File: src/rtl/ser_wrap_pkg.sv
package ser_wrap_pkg;
  localparam int unsigned WORD_W = 10;

  typedef struct packed {
    logic captureEn;  // latch parallel word into holding register
    logic loadEn;     // move held word into shift register
    logic wrapSel;    // steer stream to wrap path, park line at 0
  } ctlStrobes_t;
endpackage

File: src/rtl/ser_wrap_ctrl.sv
module ser_wrap_ctrl
  import ser_wrap_pkg::*;
(
  input  logic        bitClk,
  input  logic        rst,
  input  logic        byteStb,
  input  logic        loopEn,
  output ctlStrobes_t ctl
);
  logic loadPend;

  // A strobe captured on one edge becomes a shift-register load on the next.
  always_ff @(posedge bitClk) begin
    if (rst) loadPend <= 1'b0;
    else     loadPend <= byteStb;
  end

  always_comb begin
    ctl.captureEn = byteStb & ~rst;
    ctl.loadEn    = loadPend;
    ctl.wrapSel   = loopEn;
  end
endmodule

File: src/rtl/ser_wrap_dp.sv
module ser_wrap_dp
  import ser_wrap_pkg::*;
#(
  parameter int unsigned W = WORD_W
) (
  input  logic         bitClk,
  input  logic         rst,
  input  ctlStrobes_t  ctl,
  input  logic [W-1:0] txWord,
  output logic         serOut,
  output logic         wrapOut
);
  logic [W-1:0] holdReg;
  logic [W-1:0] shiftReg;
  logic         nextBit;

  assign nextBit = shiftReg[0];

  always_ff @(posedge bitClk) begin
    if (rst) begin
      holdReg <= '0;
    end else if (ctl.captureEn) begin
      holdReg <= txWord;
    end
  end

  // Load has priority over shifting; zeros fill from the top so an idle line drains to 0.
  always_ff @(posedge bitClk) begin
    if (rst)             shiftReg <= '0;
    else if (ctl.loadEn) shiftReg <= holdReg;
    else                 shiftReg <= {1'b0, shiftReg[W-1:1]};
  end

  always_ff @(posedge bitClk) begin
    if (rst) begin
      serOut  <= 1'b0;
      wrapOut <= 1'b0;
    end else begin
      serOut  <= ctl.wrapSel ? 1'b0 : nextBit;
      wrapOut <= ctl.wrapSel ? nextBit : 1'b0;
    end
  end
endmodule

File: src/rtl/ser_wrap_top.sv
module ser_wrap_top
  import ser_wrap_pkg::*;
#(
  parameter int unsigned W = WORD_W
) (
  input  logic         bitClk,
  input  logic         rst,
  input  logic         byteStb,
  input  logic [W-1:0] txWord,
  input  logic         loopEn,
  output logic         serOut,
  output logic         wrapOut
);
  ctlStrobes_t ctl;

  ser_wrap_ctrl i_ctrl (
    .bitClk (bitClk),
    .rst    (rst),
    .byteStb(byteStb),
    .loopEn (loopEn),
    .ctl    (ctl)
  );

  ser_wrap_dp #(.W(W)) i_dp (
    .bitClk (bitClk),
    .rst    (rst),
    .ctl    (ctl),
    .txWord (txWord),
    .serOut (serOut),
    .wrapOut(wrapOut)
  );
endmodule

File: config.mk
export PLATFORM = sky130hd
export DESIGN_NAME = ser_wrap_top
export DESIGN_NICKNAME = d
export VERILOG_FILES = /design/src/rtl/ser_wrap_pkg.sv /design/src/rtl/ser_wrap_ctrl.sv /design/src/rtl/ser_wrap_dp.sv /design/src/rtl/ser_wrap_top.sv
export SDC_FILE = /design/constraint.sdc
export NUM_CORES = 1
export LEC_CHECK = 0
export ABC_AREA = 1
export ABC_CLOCK_PERIOD_IN_PS = 2300
export BUFFER_PORTS_ARGS = -buffer_cell sky130_fd_sc_hd__buf_2
export CAP_MARGIN = 20
export CORE_MARGIN = 4
export CORE_UTILIZATION = 48
export CTS_BUF_LIST = sky130_fd_sc_hd__clkbuf_16
export CTS_CLUSTER_DIAMETER = 150
export CTS_CLUSTER_SIZE = 8
export DETAILED_ROUTE_END_ITERATION = 7
export HOLD_SLACK_MARGIN = 0.03
export PLACE_DENSITY_LB_ADDON = 0.2
export SETUP_SLACK_MARGIN = 0.3
export SYNTH_ARGS = -nofsm -noshare
export SYNTH_HDL_FRONTEND = slang
export SYNTH_SLANG_ARGS = --single-unit
File: constraint.sdc
create_clock -name bitClk -period 2.3 [get_ports bitClk]
set_clock_uncertainty 0.15 [all_clocks]
set_input_delay 0.46 -clock bitClk [delete_from_list [all_inputs] [get_ports bitClk]]
set_output_delay 0.46 -clock bitClk [all_outputs]
set_load 0.005 [all_outputs]
---- After elaboration in Yosys (flattened, before gate mapping) ----
Index checks and enable logic that the tools add are counted.
W data, S select, Z words.
cells by class
  mux-type cells .......................... 1
  reduce and logical (&&, ||, !) cells .... 3
  bitwise gates (word level) .............. 4
operators with widths
  operator          count
  $mux W9           1
  $reduce_or A2 Y1  3
  $not A1 Y1        3
  $and A1 B1 Y1     1
storage, ports and cells
  output and inout port bits .............. 2
  register bits ........................... 23
  input bits .............................. 14
  word-level logic and storage cells ...... 14

---- Logic depth before layout (Yosys ltp) ----
Gate-level depths: netlist of the first run.
  word-level depth ........................ 2
  mapped depth ............................ 4
  gate-level depth less buffers ........... 3

---- By module ----
From an unflattened synthesis of the first run, not the netlist that was laid out.
unflattened totals
  cell total of the unflattened synthesis .. 136
  area total of the unflattened synthesis .. 925.9 sq um
modules (own cells, without submodules)
  module         times used  sequential area each (sq um)  cells each  area each (sq um)
  ser_wrap_dp    1           440.4                         130         879.6
  ser_wrap_ctrl  1           20.0                          6           46.3

---- Worst setup path after synthesis of the first run ----
Ideal clock, no wire load.
  kind .................................... input to register
  from .................................... in byteStb
  to ...................................... reg i_dp.holdReg[0]
  library setup time ...................... 116 ps
  required time ........................... 2034 ps
  buffers on the path ..................... 1
  setup slack ............................. 1264 ps
  arrival time ............................ 770 ps
  cell stages on the path ................. 3
  path through ............................ buf_2 > o21ai_0 > nor2_1
on the way
  word-level cells in the longest chain between the ends .. 1
RTL lines
  item                  RTL line             text
  start, declared       ser_wrap_top.sv:8    input logic byteStb,
  $and A1 B1 Y1         ser_wrap_ctrl.sv:19  ctl.captureEn = byteStb & ~rst;
  end signal, assigned  ser_wrap_dp.sv:23    holdReg <= txWord;
  end, declared         ser_wrap_dp.sv:13    logic [W-1:0] holdReg;
No other way between the ends.
A chain may end at the register's enable or synchronous reset.

---- Worst setup path in the final report of the first run ----
  from .................................... reg i_dp.serOut
  to ...................................... out serOut
RTL lines
  item                    RTL line            text
  start, declared         ser_wrap_dp.sv:10   output logic serOut,
  start signal, assigned  ser_wrap_dp.sv:39   serOut <= ctl.wrapSel ? 1'b0 : nextBit;
  end, declared           ser_wrap_top.sv:11  output logic serOut,
No word-level cell between the ends.

==> out/results.ini, run 1 <==
[synthesis]
netlist_area_um2 = 781
synth_largest_area_cell = dfxtp_1
syn_inst = 95
synth_area_leaders = dfxtp_1 59%, nor2_1 20%, o21ai_0 10%
ys_seq_elements = 23
yosysMostFrequentCell = nor2_1
synth_cell_type_count = 11
synth.net_count = 109
yosys-top-cells-count = 42 x nor2_1, 23 x dfxtp_1, 16 x o21ai_0, 3 x nand2_1, 3 x o21ai_1
synthArstFlopShare_pct = 0
yosys_warnings = 0
synth_ff_type = dfxtp_1
synth_top_area_share_pct = 59.0
synth_edf_count = 0
seq_area_frac_synth_pct = 59.0
syn_area_per_cell_um2 = 8.22

[setup_path]
cp_num_cells = 1
r2r-end = i_dp.shiftReg[2]
end_kind = primary output
path_cells = buf_2
crit_family = flip-flops
crit_fanout = 1
slowest_stage = dfxtp_1
cpPeakStageDelay_ns = 0.29
cp_data_arrival_time_ns = 0.65
critPathLaunchType = flip-flop
worst-setup-path-type = reg -> out
reg2reg_depth = 3
r2r_slack_ns = 1.25
r2r_start = i_ctrl.loadPend
cp_num_buf_inv = 1
crit_required_ns = 1.69

[power]
pwr-share-clk_pct = 42.5
leakage_nw = 0.431
ir_worst_vdd_uv = 534
swShare_pct = 20.0
p_int_mw = 0.676
powerDensity_mw_per_mm2 = 925
combPwrFrac_pct = 6.3
p_sw_mw = 0.169
p_seq_share_pct = 51.2

[route]
routed_wl_mm = 1.34
vias_per_cell = 4.71
drt_pre_antenna_iters = 4
ant_nets = 0
vias = 589
wl_per_cell_um = 10.7
drcViolationCount = 0
drt_iter0_drc = 4

[timing]
final-setup-viol-count = 0
relSlewSlack_pct = 76.0
hold_violations = 0
tns_ns = 0
finalCriticalPeriod_ns = 1.26
drv_slew = 0
rsz0062_at_grt = no
fmax_ghz = 0.791
min_period_over_period_pct = 55.0
worst_slew_pin_slew_ns = 0.360

[clock_network]
cts_sinks = 23
cts_tree = yes
cts.clk_slew.worst_paths_ns = 0.06
cts_buffers = 3
post_cts_buffers = 0
htreeDepth = 1
cts_resized = 0
clk-insertion-delay-late_ns = 0.25
cts_buffer_depth = 2
root_buffer = clkbuf_16
hold_buffers = 0

[flow_run]
max_cap_violations = 0

[layout]
fin_util_pct = 59.9
nets = 124
area_delta_synth_final_pct = 16.8
drive_gt1_share_pct = 18.3
n_antenna_cell = 0

[floorplan]
dieArea_mm2 = 0.00234
start_util_pct = 51.2
ioPinCount = 16
fp.dieH_um = 48.3
chipWidth_um = 48.3
num_rows = 14
coreArea_mm2 = 0.00152

[grt]
grt_overflow = 0
antenna_found_initial = 0
grt_pass1_vias = 534
grt_pass1_wl_mm = 2.30
grt_usage_pct = 11.9
grt_max_degree = 22

[run_status]
status = finished clean

[min_path]
hold-path-endpoint = i_dp.serOut
whs_path_depth = 2
hold_class = in -> reg
hp-start = loopEn

[placement]
dp_hpwl_um = 862
globalplace.congestion = 0.710
port-buffer-count = 15

metal layers:
layer,share of wire [%],GRT usage (%)
met4,0,4.15
met1,50,16.1
met5,0,0
met3,4.3,3.07
met2,45,18.0
layout by cell type, fill, tap and decap left out:
master	Yosys	layout
dfxtp_1	23	23
buf_2	1	15
nor2_1	42	42
inv_1	1	2
inv_4	1	1
o21ai_0	16	16
nand2_1	3	3
o21ai_1	3	3
clkbuf_16	0	3
inv_2	1	1
area by class of cell:
class | instances | area, um2
Clock buffer | 3 | 75.1
Clock inverter | 1 | 3.75
Fill cell | 145 | 612
Inverter | 3 | 13.8
Multi-Input combinational cell | 64 | 264
Sequential cell | 23 | 460
Tap cell | 16 | 20.0
Timing Repair Buffer | 15 | 75.1
per-stage QoR:
stage               hold slack, ns  cells  total power [mW]  cell area, um2  setup WS, ns
finish                       0.222    125             0.844             912          1.04
detailed placement           0.281    121             0.494             833         0.957
global route                 0.230    125             0.886             912          1.01
CTS                          0.219    125             0.858             912          1.03
global placement             0.276    121             0.492             833         0.987
floorplan                    0.267     95             0.479             781          1.26
power by group through the flow:
stage | clock, mW | sequential, mW | combinational, mW
6_report | 0.359 | 0.433 | 0.0528
5_1_grt | 0.389 | 0.435 | 0.0618
4_1_cts | 0.372 | 0.433 | 0.0535
3_5_place_dp | 0 | 0.441 | 0.0529
3_3_place_gp | 0 | 0.441 | 0.0515
2_1_floorplan | 0 | 0.437 | 0.0420
state kept, by name, summed over array words and instances (netlist names):
name             flops
i_dp.holdReg        10
i_dp.shiftReg       10
i_ctrl.loadPend      1
i_dp.serOut          1
i_dp.wrapOut         1
logic make-up (layout without fill, tap and decap cells):
logic type	after synthesis	in the layout	share of synthesized area (%)
compound gates	19	19	12.2
flops	23	23	59.0
simple gates	45	45	21.6
buf+inv	8	22	7.21
worst max path at each step:
stage / from / to
finish: i_dp.serOut / serOut
global route: i_dp.wrapOut / wrapOut
CTS: i_dp.serOut / serOut
detailed placement: byteStb / i_dp.holdReg[0]
global placement: byteStb / i_dp.holdReg[3]
floorplan: byteStb / i_dp.holdReg[0]
Power figures use the tool's default switching activity.
==> run 2, diff against run 1 <==
- ABC_CLOCK_PERIOD_IN_PS: 2300 -> 1250
- clock period: 2.3 -> 1.25 ns (I/O delays scaled with it)
==> run 2 against run 1 <==
Critical endpoint unchanged. Clock power is 88% higher. Critical path type unchanged. Non-clock buffer count rose by 1. Sequential cell count is the same. Design area grew 2.2%.
==> out/results.ini, run 2 (same netlist as run 1, synthesis figures left out) <==
[layout]
area_delta_synth_final_pct = 19.4
reg_top3 = i_dp.holdReg: 10 flops, i_dp.shiftReg: 10 flops
final_common_cell = nor2_1
seqCellArea_um2 = 464
final_cell_mix = 42 x nor2_1, 22 x dfxtp_1, 15 x buf_2
finalNonFillerCells = 126
n_antenna_cell = 0
nets = 125
fillers = 142
drive_gt1_share_pct = 21.8
fin_util_pct = 61.2
multiInputGateArea_um2 = 268

[clock_network]
cts_buffer_depth = 2
clk-insertion-delay-late_ns = 0.25
root_buffer = clkbuf_16
cts_tree = yes
cts.clk_slew.worst_paths_ns = 0.06
htreeDepth = 1
cts_buffers = 3
cts_sinks = 23

[setup_path]
path_cells = buf_2
cp_data_arrival_time_ns = 0.66
r2r_start = i_ctrl.loadPend
crit_fanout = 1
end_kind = primary output
worstSetupStartpoint = i_dp.serOut
crit_family = flip-flops
cp_num_buf_inv = 1
worst-setup-path-type = reg -> out
slowest_stage = dfxtp_1
critPathLaunchType = flip-flop
crit_required_ns = 0.85
cpPeakStageDelay_ns = 0.29

[floorplan]
dieArea_mm2 = 0.00234
coreArea_mm2 = 0.00152
start_util_pct = 51.2
fp.dieH_um = 48.3
chipWidth_um = 48.3
ioPinCount = 16
num_rows = 14

[placement]
globalplace.congestion = 0.706
post-place-cells = 121
port-buffer-count = 15
dp_hpwl_um = 915

[route]
drcViolationCount = 0
ant_nets = 0
vias = 614
drt_pre_antenna_iters = 4
drt_iter0_drc = 7
vias_per_cell = 4.87
wl_per_cell_um = 11.5
routed_wl_mm = 1.45

[grt]
grt_overflow = 0
grt_usage_pct = 12.9
grt_pass1_vias = 543
antenna_found_initial = 0
grt_max_degree = 22
grt_pass1_wl_mm = 2.35

[run_status]
status = finished clean

[power]
ir_worst_vdd_uv = 801
powerDensity_mw_per_mm2 = 1690
leakage_nw = 0.437
power_mw = 1.58

[flow_run]
max_cap_violations = 0

[timing]
drv_slew = 0
min_period_over_period_pct = 84.4
hold_violations = 0
worst_slew_pin_slew_ns = 0.351
finalCriticalPeriod_ns = 1.06
tns_ns = 0
relSlewSlack_pct = 76.5
rsz0062_at_grt = yes
fmax_ghz = 0.947
final-setup-viol-count = 0

[min_path]
hp-start = loopEn
hold_class = in -> reg

==> run 2: changes by cell type in the layout (fill, tap and decap cells not counted), sizes merged <==
cell    delta
inv        -1
clkinv     +1
buf        +1
==> run 2: what timing repair did <==
action	in CTS	in global routing
endpoints found under the setup margin	12	8
gates resized for setup	1	9
pin swaps	0	1
hold endpoints to repair	1	1
setup buffers	0	1
==> run 2: cell type report <==
| type | instances | area share [%] |
|---|---|---|
| clock buffers | 3 | 8.05 |
| clock inverters | 1 | 0.537 |
| inverters | 3 | 1.48 |
| multi-input cells | 64 | 28.7 |
| flip-flops and latches | 23 | 49.8 |
| well taps | 16 | 2.15 |
| repair buffers | 16 | 9.26 |
==> run 2: stage by stage <==
step / hold WS (ns) / cell area [um2] / setup WS, ns
detailed placement: 0.273 / 833 / 0.116
finish: 0.00720 / 932 / 0.194
global route: 0.0134 / 932 / 0.158
CTS: 0.00569 / 915 / 0.191
floorplan: 0.172 / 781 / 0.369
global placement: 0.274 / 833 / 0.127
==> run 2: worst paths after layout <==
path	slack (ns)	cells after the start	endpoint
min	0.007	2	i_dp.serOut
max	0.19	1	serOut
max reg2reg	0.29	3	i_dp.shiftReg[3]
min reg2reg	0.29	2	i_dp.wrapOut
==> run 2: routing by layer <==
metal | up-vias | global-route usage [%] | wire length (um)
li1 | 328 | - | -
met2 | 12 | 19.8 | 670
met5 | - | 0 | 0
met3 | 4 | 5.21 | 77
met4 | 0 | 6.91 | 27
met1 | 270 | 15.1 | 675
==> run 2: power by group <==
group | internal, mW | leakage [nW] | switching [mW] | total [mW]
Combinational | 0.0450 | 0.206 | 0.0599 | 0.105
Sequential | 0.776 | 0.190 | 0.0204 | 0.797
Clock | 0.429 | 0.0409 | 0.246 | 0.676
Total | 1.25 | 0.437 | 0.326 | 1.58
